<file path="src/rtl/exc_vec_pkg.sv">
package exc_vec_pkg;
  localparam logic [7:0] OFF_TRAP   = 8'hF8;
  localparam logic [7:0] OFF_SWI    = 8'hF6;
  localparam logic [7:0] OFF_SYS    = 8'h12;
  localparam logic [7:0] OFF_COP_AV = 8'h16;
  localparam logic [7:0] OFF_CPU_AV = 8'h14;
  localparam logic [7:0] OFF_NMI    = 8'hF4;
  localparam logic [7:0] OFF_IRQ    = 8'hF2;
  localparam logic [7:0] OFF_SPUR   = 8'h10;
  localparam logic [7:0] OFF_SRC_HI = 8'hF0;
  localparam logic [7:0] OFF_SRC_LO = 8'h1A;

  localparam logic [15:0] VEC_RST_SYS = 16'hFFFE;
  localparam logic [15:0] VEC_RST_CLK = 16'hFFFC;
  localparam logic [15:0] VEC_RST_WDG = 16'hFFFA;

  localparam int unsigned MAX_SRC = (OFF_SRC_HI - OFF_SRC_LO) / 2 + 1;

  function automatic logic [7:0] src_off(input int unsigned idx);
    return 8'(OFF_SRC_HI - 8'(2 * idx));
  endfunction
endpackage

</file>
<file path="src/rtl/exc_cfg_regs.sv">
module exc_cfg_regs #(
  parameter int unsigned NUM_SRC = 8,
  parameter int unsigned LVL_W   = 3,
  parameter int unsigned ADDR_W  = 4
) (
  input  logic                            clk_i,
  input  logic                            rst_ni,
  input  logic                            we_i,
  input  logic [ADDR_W-1:0]               addr_i,
  input  logic [7:0]                      wdata_i,
  output logic [7:0]                      rdata_o,
  output logic [7:0]                      base_o,
  output logic [NUM_SRC-1:0][LVL_W-1:0]   lvl_o
);
  logic [7:0]                    base_q;
  logic [NUM_SRC-1:0][LVL_W-1:0] lvl_q;

  always_ff @(posedge clk_i or negedge rst_ni) begin
    if (!rst_ni) begin
      base_q <= 8'hFF;
      lvl_q  <= '0;
    end else if (we_i) begin
      if (addr_i == '0) base_q <= wdata_i;
      for (int s = 0; s < NUM_SRC; s++) begin
        if (addr_i == ADDR_W'(s + 1)) lvl_q[s] <= wdata_i[LVL_W-1:0];
      end
    end
  end

  always_comb begin
    rdata_o = '0;
    if (addr_i == '0) rdata_o = base_q;
    for (int s = 0; s < NUM_SRC; s++) begin
      if (addr_i == ADDR_W'(s + 1)) rdata_o = 8'(lvl_q[s]);
    end
  end

  assign base_o = base_q;
  assign lvl_o  = lvl_q;
endmodule

</file>
<file path="src/rtl/exc_src_arb.sv">
module exc_src_arb
  import exc_vec_pkg::*;
#(
  parameter int unsigned NUM_SRC = 8,
  parameter int unsigned LVL_W   = 3
) (
  input  logic [NUM_SRC-1:0]            req_i,
  input  logic [NUM_SRC-1:0][LVL_W-1:0] lvl_i,
  input  logic                          mask_i,
  output logic                          hit_o,
  output logic [7:0]                    off_o
);
  logic [LVL_W-1:0] best_lvl;

  // scan from the top index down so the lower index takes a tie
  always_comb begin
    best_lvl = '0;
    hit_o    = 1'b0;
    off_o    = OFF_SPUR;
    for (int s = int'(NUM_SRC) - 1; s >= 0; s--) begin
      if (req_i[s] && !mask_i && (lvl_i[s] != '0) && (lvl_i[s] >= best_lvl)) begin
        best_lvl = lvl_i[s];
        hit_o    = 1'b1;
        off_o    = src_off(unsigned'(s));
      end
    end
  end
endmodule

</file>
<file path="src/rtl/exc_fixed_sel.sv">
module exc_fixed_sel
  import exc_vec_pkg::*;
#(
  parameter bit HAS_PROT = 1'b1,
  parameter bit HAS_COP  = 1'b1
) (
  input  logic [7:0]  base_i,
  input  logic [2:0]  rst_req_i,
  input  logic [2:0]  sw_req_i,
  input  logic        cop_av_i,
  input  logic        cpu_av_i,
  input  logic        nmi_i,
  input  logic        nmi_en_i,
  input  logic        irq_i,
  input  logic        irq_mask_i,
  input  logic        src_hit_i,
  input  logic [7:0]  src_off_i,
  output logic [15:0] vec_o
);
  localparam bit COP_EN = HAS_PROT && HAS_COP;

  logic cop_av, cpu_av;

  generate
    if (COP_EN) begin : g_cop
      assign cop_av = cop_av_i;
    end else begin : g_no_cop
      assign cop_av = cop_av_i & 1'b0;
    end
    if (HAS_PROT) begin : g_prot
      assign cpu_av = cpu_av_i;
    end else begin : g_no_prot
      assign cpu_av = cpu_av_i & 1'b0;
    end
  endgenerate

  always_comb begin
    if      (rst_req_i[0])            vec_o = VEC_RST_SYS;
    else if (rst_req_i[1])            vec_o = VEC_RST_CLK;
    else if (rst_req_i[2])            vec_o = VEC_RST_WDG;
    else if (sw_req_i[0])             vec_o = {base_i, OFF_TRAP};
    else if (sw_req_i[1])             vec_o = {base_i, OFF_SWI};
    else if (sw_req_i[2])             vec_o = {base_i, OFF_SYS};
    else if (cop_av)                  vec_o = {base_i, OFF_COP_AV};
    else if (cpu_av)                  vec_o = {base_i, OFF_CPU_AV};
    else if (nmi_i && nmi_en_i)       vec_o = {base_i, OFF_NMI};
    else if (irq_i && !irq_mask_i)    vec_o = {base_i, OFF_IRQ};
    else if (src_hit_i)               vec_o = {base_i, src_off_i};
    else                              vec_o = {base_i, OFF_SPUR};
  end
endmodule

</file>
<file path="src/rtl/exc_vec_ctrl.sv">
module exc_vec_ctrl
  import exc_vec_pkg::*;
#(
  parameter int unsigned NUM_SRC  = 8,
  parameter int unsigned LVL_W    = 3,
  parameter bit          HAS_PROT = 1'b1,
  parameter bit          HAS_COP  = 1'b1,
  localparam int unsigned ADDR_W  = $clog2(NUM_SRC + 1)
) (
  input  logic               clk_i,
  input  logic               rst_ni,
  input  logic               reg_we_i,
  input  logic [ADDR_W-1:0]  reg_addr_i,
  input  logic [7:0]         reg_wdata_i,
  output logic [7:0]         reg_rdata_o,
  input  logic [2:0]         rst_req_i,
  input  logic [2:0]         sw_req_i,
  input  logic               cop_av_req_i,
  input  logic               cpu_av_req_i,
  input  logic               nmi_req_i,
  input  logic               irq_req_i,
  input  logic [NUM_SRC-1:0] src_req_i,
  input  logic               i_mask_i,
  input  logic               x_mask_i,
  input  logic               vec_req_i,
  output logic [15:0]        vec_o,
  output logic               vec_valid_o
);
  initial begin
    if (NUM_SRC < 1 || NUM_SRC > MAX_SRC) $error("NUM_SRC out of range");
    if (LVL_W < 1 || LVL_W > 8) $error("LVL_W out of range");
  end

  logic [7:0]                    base;
  logic [NUM_SRC-1:0][LVL_W-1:0] lvl;
  logic                          src_hit;
  logic [7:0]                    src_off_w;
  logic [15:0]                   sel_vec;
  logic                          x_open_q;
  logic                          nmi_en;
  logic [15:0]                   vec_q;
  logic                          valid_q;

  exc_cfg_regs #(.NUM_SRC(NUM_SRC), .LVL_W(LVL_W), .ADDR_W(ADDR_W)) u_regs (
    .clk_i   (clk_i),
    .rst_ni  (rst_ni),
    .we_i    (reg_we_i),
    .addr_i  (reg_addr_i),
    .wdata_i (reg_wdata_i),
    .rdata_o (reg_rdata_o),
    .base_o  (base),
    .lvl_o   (lvl)
  );

  exc_src_arb #(.NUM_SRC(NUM_SRC), .LVL_W(LVL_W)) u_arb (
    .req_i  (src_req_i),
    .lvl_i  (lvl),
    .mask_i (i_mask_i),
    .hit_o  (src_hit),
    .off_o  (src_off_w)
  );

  // non-maskable line stays gated until the X mask is first seen clear
  always_ff @(posedge clk_i or negedge rst_ni) begin
    if (!rst_ni)        x_open_q <= 1'b0;
    else if (!x_mask_i) x_open_q <= 1'b1;
  end
  assign nmi_en = x_open_q | ~x_mask_i;

  exc_fixed_sel #(.HAS_PROT(HAS_PROT), .HAS_COP(HAS_COP)) u_sel (
    .base_i     (base),
    .rst_req_i  (rst_req_i),
    .sw_req_i   (sw_req_i),
    .cop_av_i   (cop_av_req_i),
    .cpu_av_i   (cpu_av_req_i),
    .nmi_i      (nmi_req_i),
    .nmi_en_i   (nmi_en),
    .irq_i      (irq_req_i),
    .irq_mask_i (i_mask_i),
    .src_hit_i  (src_hit),
    .src_off_i  (src_off_w),
    .vec_o      (sel_vec)
  );

  always_ff @(posedge clk_i or negedge rst_ni) begin
    if (!rst_ni) begin
      vec_q   <= '0;
      valid_q <= 1'b0;
    end else begin
      valid_q <= vec_req_i;
      if (vec_req_i) vec_q <= sel_vec;
    end
  end

  assign vec_o       = vec_q;
  assign vec_valid_o = valid_q;
endmodule

</file>
<file path="config.mk">
export PLATFORM = sky130hd
export DESIGN_NAME = exc_vec_ctrl
export DESIGN_NICKNAME = d
export VERILOG_FILES = /design/src/rtl/exc_vec_pkg.sv /design/src/rtl/exc_cfg_regs.sv /design/src/rtl/exc_src_arb.sv /design/src/rtl/exc_fixed_sel.sv /design/src/rtl/exc_vec_ctrl.sv
export SDC_FILE = /design/constraint.sdc
export NUM_CORES = 1
export LEC_CHECK = 0
export ABC_AREA = 0
export BUFFER_PORTS_ARGS = -buffer_cell sky130_fd_sc_hd__buf_2
export CELL_PAD_IN_SITES_DETAIL_PLACEMENT = 1
export CELL_PAD_IN_SITES_GLOBAL_PLACEMENT = 1
export CORE_MARGIN = 1
export CORE_UTILIZATION = 40
export CTS_CLUSTER_DIAMETER = 40
export CTS_CLUSTER_SIZE = 25
export DETAILED_ROUTE_END_ITERATION = 10
export GPL_ROUTABILITY_DRIVEN = 0
export GPL_TIMING_DRIVEN = 0
export PLACE_DENSITY_LB_ADDON = 0.1
export SYNTH_ARGS = -nofsm -noshare
export SYNTH_HDL_FRONTEND = slang
export SYNTH_SLANG_ARGS = --single-unit
</file>
<file path="constraint.sdc">
create_clock -name clk_i -period 11.8 [get_ports clk_i]
set_clock_uncertainty 0.2 [all_clocks]
set_input_delay 2.95 -clock clk_i [delete_from_list [all_inputs] [get_ports clk_i]]
set_output_delay 2.95 -clock clk_i [all_outputs]
set_load 0.02 [all_outputs]
</file>
### Word level (Yosys, flattened, before mapping)

Cells that the tools add are included.
W data, S select, Z words.

* bits in registers: 50
* latch bits: 0
* RAM bits: 0
* memory bits (read-only): 0
* bits of input ports: 36
* output and inout bits: 25
* word-level logic and storage cells: 118
* memories: 0

* add/subtract/negate cells: 0
* $mul: 0
* divide/modulo/power cells: 0
* magnitude comparators: 8
* equal/unequal tests: 8
* shifts and indexed selects: 0
* muxes and demuxes: 43
* bitwise gates (word level): 2
* reductions and logical operators: 45

Operators by type and width (count)
* $mux W8: 25
* $mux W16: 3
* $logic_and A1 B1 Y1: 26
* $reduce_bool A3 Y1: 8
* $ge A3 B3 Y1: 7
* $mux W3: 7
* $reduce_and A2 Y1: 9
* $eq A4 B3 Y1 const B: 4
* $eq A4 B2 Y1 const B: 2
* $mux W1: 8
* $eq A4 B1 Y1 const B: 1
* $eq A4 B4 Y1 const B: 1
* $logic_not A4 Y1: 1
* $ge A3 B1 Y1 const B: 1
* $logic_not A1 Y1: 1
* $not A1 Y1: 1
* $or A1 B1 Y1: 1

### Longest topological paths before layout

* word-level depth: 37
* gate-level depth with buffers: 53
* gate-level depth less buffers: 51

### By module

A second synthesis with hierarchy kept.

* cell total of the unflattened synthesis: 369
* area, all modules: 3648.5 um^2

By module, submodules not included
* exc_cfg_regs: times used 1, cells each 140, area an instance 1642.8 um^2, seq. area each 810.8 um^2
* exc_src_arb: times used 1, cells each 151, area an instance 1054.8 um^2, seq. area each 0.0 um^2
* exc_vec_ctrl: times used 1, cells each 38, area an instance 711.9 um^2, seq. area each 450.4 um^2
* exc_fixed_sel: times used 1, cells each 40, area an instance 239.0 um^2, seq. area each 0.0 um^2

### Least setup slack after synthesis

Ideal clock, no wire load.

* path type: input port to flip-flop
* start point: input i_mask_i
* end point: register vec_q[2] (netlist: vec_o[2])
* library setup time: 0.143 ns
* arrival time: 11.972 ns
* data required time: 11.457 ns
* slack: -0.515 ns
* stages on the path: 52
* buffers on the path: 2
* cell sequence: buf_6 > nor2b_2 > nand2_1 > ha_1 > nand2_1 > o21ai_2 > and2_1 > o21ai_0 > a22o_1 > ha_1 > nand2b_1 > o21ai_0 > o41ai_4 > mux2_2 > ha_1 > nand2b_1 > a31oi_1 > o2bb2ai_1 > [... 16 more ...] > o31ai_2 > ha_1 > nand2b_1 > a21o_1 > a21oi_1 > or4b_2 > clkbuf_1 > mux2_2 > ha_1 > nand2b_1 > a21o_1 > a21oi_1 > or4b_2 > and2_1 > nor3_1 > o41ai_1 > o21ai_0 > a41oi_1

* word-level cells in the longest chain between the ends: 37
* elaborated cells between the ends (all ways): 66
* those cells by class: order compare (7); mux (33); reduce/logical (26)

Ends and longest elaborated chain
* start: declaration: RTL line exc_vec_ctrl.sv:23 `input logic i_mask_i,`
* $logic_not A1 Y1 (*): RTL line exc_src_arb.sv:21, exc_fixed_sel.sv:47
* $logic_and A1 B1 Y1 (3 in a row): RTL line exc_src_arb.sv:21 `if (req_i[s] && !mask_i && (lvl_i[s] != '0) && (lvl_i[s] >= best_lvl)) begin`
* $mux W3: RTL line exc_src_arb.sv:21
* $ge A3 B3 Y1: RTL line exc_src_arb.sv:21
* $logic_and A1 B1 Y1: RTL line exc_src_arb.sv:21
* $mux W3: RTL line exc_src_arb.sv:21
* $ge A3 B3 Y1: RTL line exc_src_arb.sv:21
* $logic_and A1 B1 Y1: RTL line exc_src_arb.sv:21
* [... 19 more ...]
* $mux W8 (*): RTL line exc_fixed_sel.sv:45 `else if (cpu_av) vec_o = {base_i, OFF_CPU_AV};`
* $mux W8 (*): RTL line exc_fixed_sel.sv:44 `else if (cop_av) vec_o = {base_i, OFF_COP_AV};`
* $mux W8 (*): RTL line exc_fixed_sel.sv:43 `else if (sw_req_i[2]) vec_o = {base_i, OFF_SYS};`
* $mux W8 (*): RTL line exc_fixed_sel.sv:42 `else if (sw_req_i[1]) vec_o = {base_i, OFF_SWI};`
* $mux W8 (*): RTL line exc_fixed_sel.sv:41 `else if (sw_req_i[0]) vec_o = {base_i, OFF_TRAP};`
* $mux W16 (*): RTL line exc_fixed_sel.sv:40 `else if (rst_req_i[2]) vec_o = VEC_RST_WDG;`
* $mux W16 (*): RTL line exc_fixed_sel.sv:39 `else if (rst_req_i[1]) vec_o = VEC_RST_CLK;`
* $mux W16 (*): RTL line exc_fixed_sel.sv:38 `if (rst_req_i[0]) vec_o = VEC_RST_SYS;`
* end signal: assignment: RTL line exc_vec_ctrl.sv:91 `if (vec_req_i) vec_q <= sel_vec;`
* end: declaration: RTL line exc_vec_ctrl.sv:41 `logic [15:0] vec_q;`

Every way passes the cells marked *; elsewhere a longest branch is shown, timed or not.
A chain may end at the register's enable or synchronous reset.

### Final worst setup path

Same ends and word-level chain as after synthesis.

==> impl_results.md <==
* WHS Path Cells at 1
* WS Path Type: in -> reg
* Layout net count at 467
* DRC violations left at 0
* H-Tree Depth at 2
* Ys flop type: dfrtp_1
* Highest routed metal layer: met4
* Max transition margin at 26.21%
* Worst r2r path cells at 50
* Share of cells above drive strength 1 at 44.02%
* Avg Cell Area, Syn at 9.646 um2
* Hold_ws at 0.2801 ns
* Total GRT Usage at 22.61%
* Peak Freq at 83.69 MHz
* Peak supply drop at 78.56 uV
* Antenna cell count at 0
* Total Power Consumption at 631.8 uW
* Post-synthesis async set-or-reset flop share at 100.0%
* TritonCTS clock tree: built
* Crit path DAT at 11.93 ns
* Syn Nets at 384
* Hold_buf cts at 0
* Crit share post-route at 101.3%
* First-pass GRT wire length at 15050 um
* TritonCTS Buffers at 5
* PortBufs at 57
* CP required at 11.78 ns
* Netlist cell types at 67
* Initial antenna violation count at 0
* HPWL after detailed placement at 6846 um
* CP delay by family, top: simple AND/OR/NAND/NOR gates
* Final Max Tran Viols at 0
* Clk buf depth at 2
* Synth area leader: dfrtp_1
* Mapped Cells at 334
* Sinks on Clock Net at 47
* Failing checks: negative setup slack
* Slew @ Worst Pin at 1.107 ns
* Detailed Routing Iterations Pass 1 at 4
* Routed wire per std cell at 17.92 um
* Core area at 7767 um2
* Final Hold Viols at 0
* Largest net degree at the start of global routing at 48
* CP Launch Type: input pin
* Post-route ant nets at 0
* Row count at 32
* Internal power consumption at 387.8 uW
* Post-synthesis sequential area ratio at 36.82%
* Clk slew on worst S/H paths at 0.10 ns
* Drt total wl at 9318 um
* Critical-path maximum fanout at 4
* Buf+Inv Stages, Crit Path at 1
* Setup TNS at -0.1978 ns
* Max Cap Violations at 0
* Synth cell count leaders: dfrtp_1 (39), nand2_1 (30), mux2_2 (28)
* Vias in the first global route at 2988
* Worst Setup Slack, final at -0.1489 ns
* Layout Utilization at 54.14%
* Cell Area, Synth at 3222 um2
* Worst setup EP type: flip-flop
* IO Pins at 61
* Tmin final at 11.95 ns
* Slowest cell on crit path: or4b_4
* Die Wd at 91.75 um
* Number of flops mapped to enable cells by yosys at 0
* Max stage delay on crit path at 0.57 ns
* PwrDens at 150.2 nW/um2
* Via count at 2886
* DR iter-0 viols at 88
* Die area at 8417 um2
* Setup violators final at 4
* Sequential share of power at 37.4%
* Pleak at 0.001762 uW
* Net Sw Frac at 38.62%
* Area grow syn2layout at 30.52%
* Most frequent cell after synthesis: dfrtp_1
* CP dominant cell by count: nand2b_4
* WL met1 at 4499 um
* DR vias/cell at 5.550
* Status: complete, but fails checks
* Critical path depth at 51
* Flops & latches, synth at 47
* RSZ-0062 raised after global routing: yes
* Synth area leaders: dfrtp_1 (30%), mux2_2 (9.8%), dfstp_2 (6.5%)
* Met3 WL post-DR at 191 um
* Metal2 WL at 4512 um
* CTS root buffer: clkbuf_8
* Post-synth top area share at 30.29%
* Remaining global-route overflow at 0
* Initial cell density of the core at 41.48%
* Place WS at -1.191 ns
* Die Y at 91.75 um
* Worst skew pair latency at 0.31 ns
* HP Class: reg -> reg
* Clock power frac at 17.2%
* Comb pwr share at 45.4%
* Psw at 244.0 uW
* Synth warn at 0
[kinds of logic after synthesis]
logic type	count (synthesis)	share of synthesized area, %
AO/OA/AOI/OAI	100	22.95
AND/OR/NAND/NOR	112	18.49
multiplexers	38	13.05
other	1	0.1164
flip-flops	47	36.82
adder cells (fa/ha/maj)	14	5.437
buffers and inverters	22	3.146
[through the flow]
step / instances / instance area, um2
final: 520 / 4205
after global routing: 520 / 4205
after CTS: 513 / 4106
after detailed placement: 493 / 3745
after global placement: 493 / 3745
after floorplan: 334 / 3332
[sequential cells by signal, indices dropped and copies added (netlist names)]
signal and cells:
x_open_q 1, vec_valid_o 1, vec_o 13, u_regs.lvl_o 24, u_regs.base_o 8
[worst paths after layout]
path	start	slack [ns]	to
setup / recovery	i_mask_i	-0.15	vec_o[2]
hold / removal	x_open_q	0.28	x_open_q
setup reg to reg	u_regs.lvl_o[21]	2.26	vec_o[2]
hold reg to reg	x_open_q	0.28	x_open_q
max in group asynchronous	rst_ni	8.08	vec_o[13]
min in group asynchronous	rst_ni	2.63	u_regs.lvl_o[7]
[cell type report]
cell class / instances / area (um2)
Multi-Input combinational cell: 265 / 2245
Tap cell: 102 / 127.6
Buffer: 10 / 48.80
Sequential cell: 47 / 1186
Clock inverter: 3 / 27.53
Fill cell: 894 / 3562
Inverter: 10 / 37.54
Timing Repair Buffer: 78 / 464.2
Clock buffer: 5 / 68.82
[layout by cell type, fill, tap and decap left out, types with 3 or more instances in the layout]
cell type,n
nor3_1,6
nand2b_1,6
inv_1,10
ha_1,9
nand2_1,28
a31oi_1,6
dfrtp_1,39
o22a_1,8
mux2i_1,7
and2_4,4
nand3_1,3
o21ai_0,16
clkbuf_8,5
a21oi_2,6
nor2b_1,4
mux2_2,26
clkbuf_1,6
and2_1,6
a222oi_1,3
o21ai_2,4
and3_1,5
o221ai_1,3
nand2b_4,6
buf_4,24
dfstp_2,8
mux2_4,3
a21o_1,4
o21a_1,5
ha_4,5
a21oi_1,12
nor2_1,18
buf_2,55
[routing by layer]
layer / vias to the layer above / GRT usage, %
met1: 1426 / 30.54
li1: 1410 / -
met5: - / 0
met2: 37 / 38.66
met3: 13 / 3.068
met4: 0 / 4.818
[timing repair]
action,in CTS,in global routing
gates resized for setup,33,7
buffers inserted,14,7
setup endpoints to repair,5,5
pin swaps,34,5
[power groups by stage]
stage	registers, uW	clock network [uW]	logic [uW]
6_report	236	109	287
3_5_place_dp	235	0	231
5_1_grt	241	116	312
3_3_place_gp	234	0	222
4_1_cts	235	112	274
2_1_floorplan	225	0	173
[worst reg2reg max path: cells and delay by family, from the launching register on]
kind / cells / cell delay [ns]
simple gates: 19 / 3.66
compound gates: 22 / 2.68
fa+ha+maj: 7 / 1.76
mux: 2 / 0.67
flops: 1 / 0.44
Note: power is estimated with default switching activity, not from simulation.
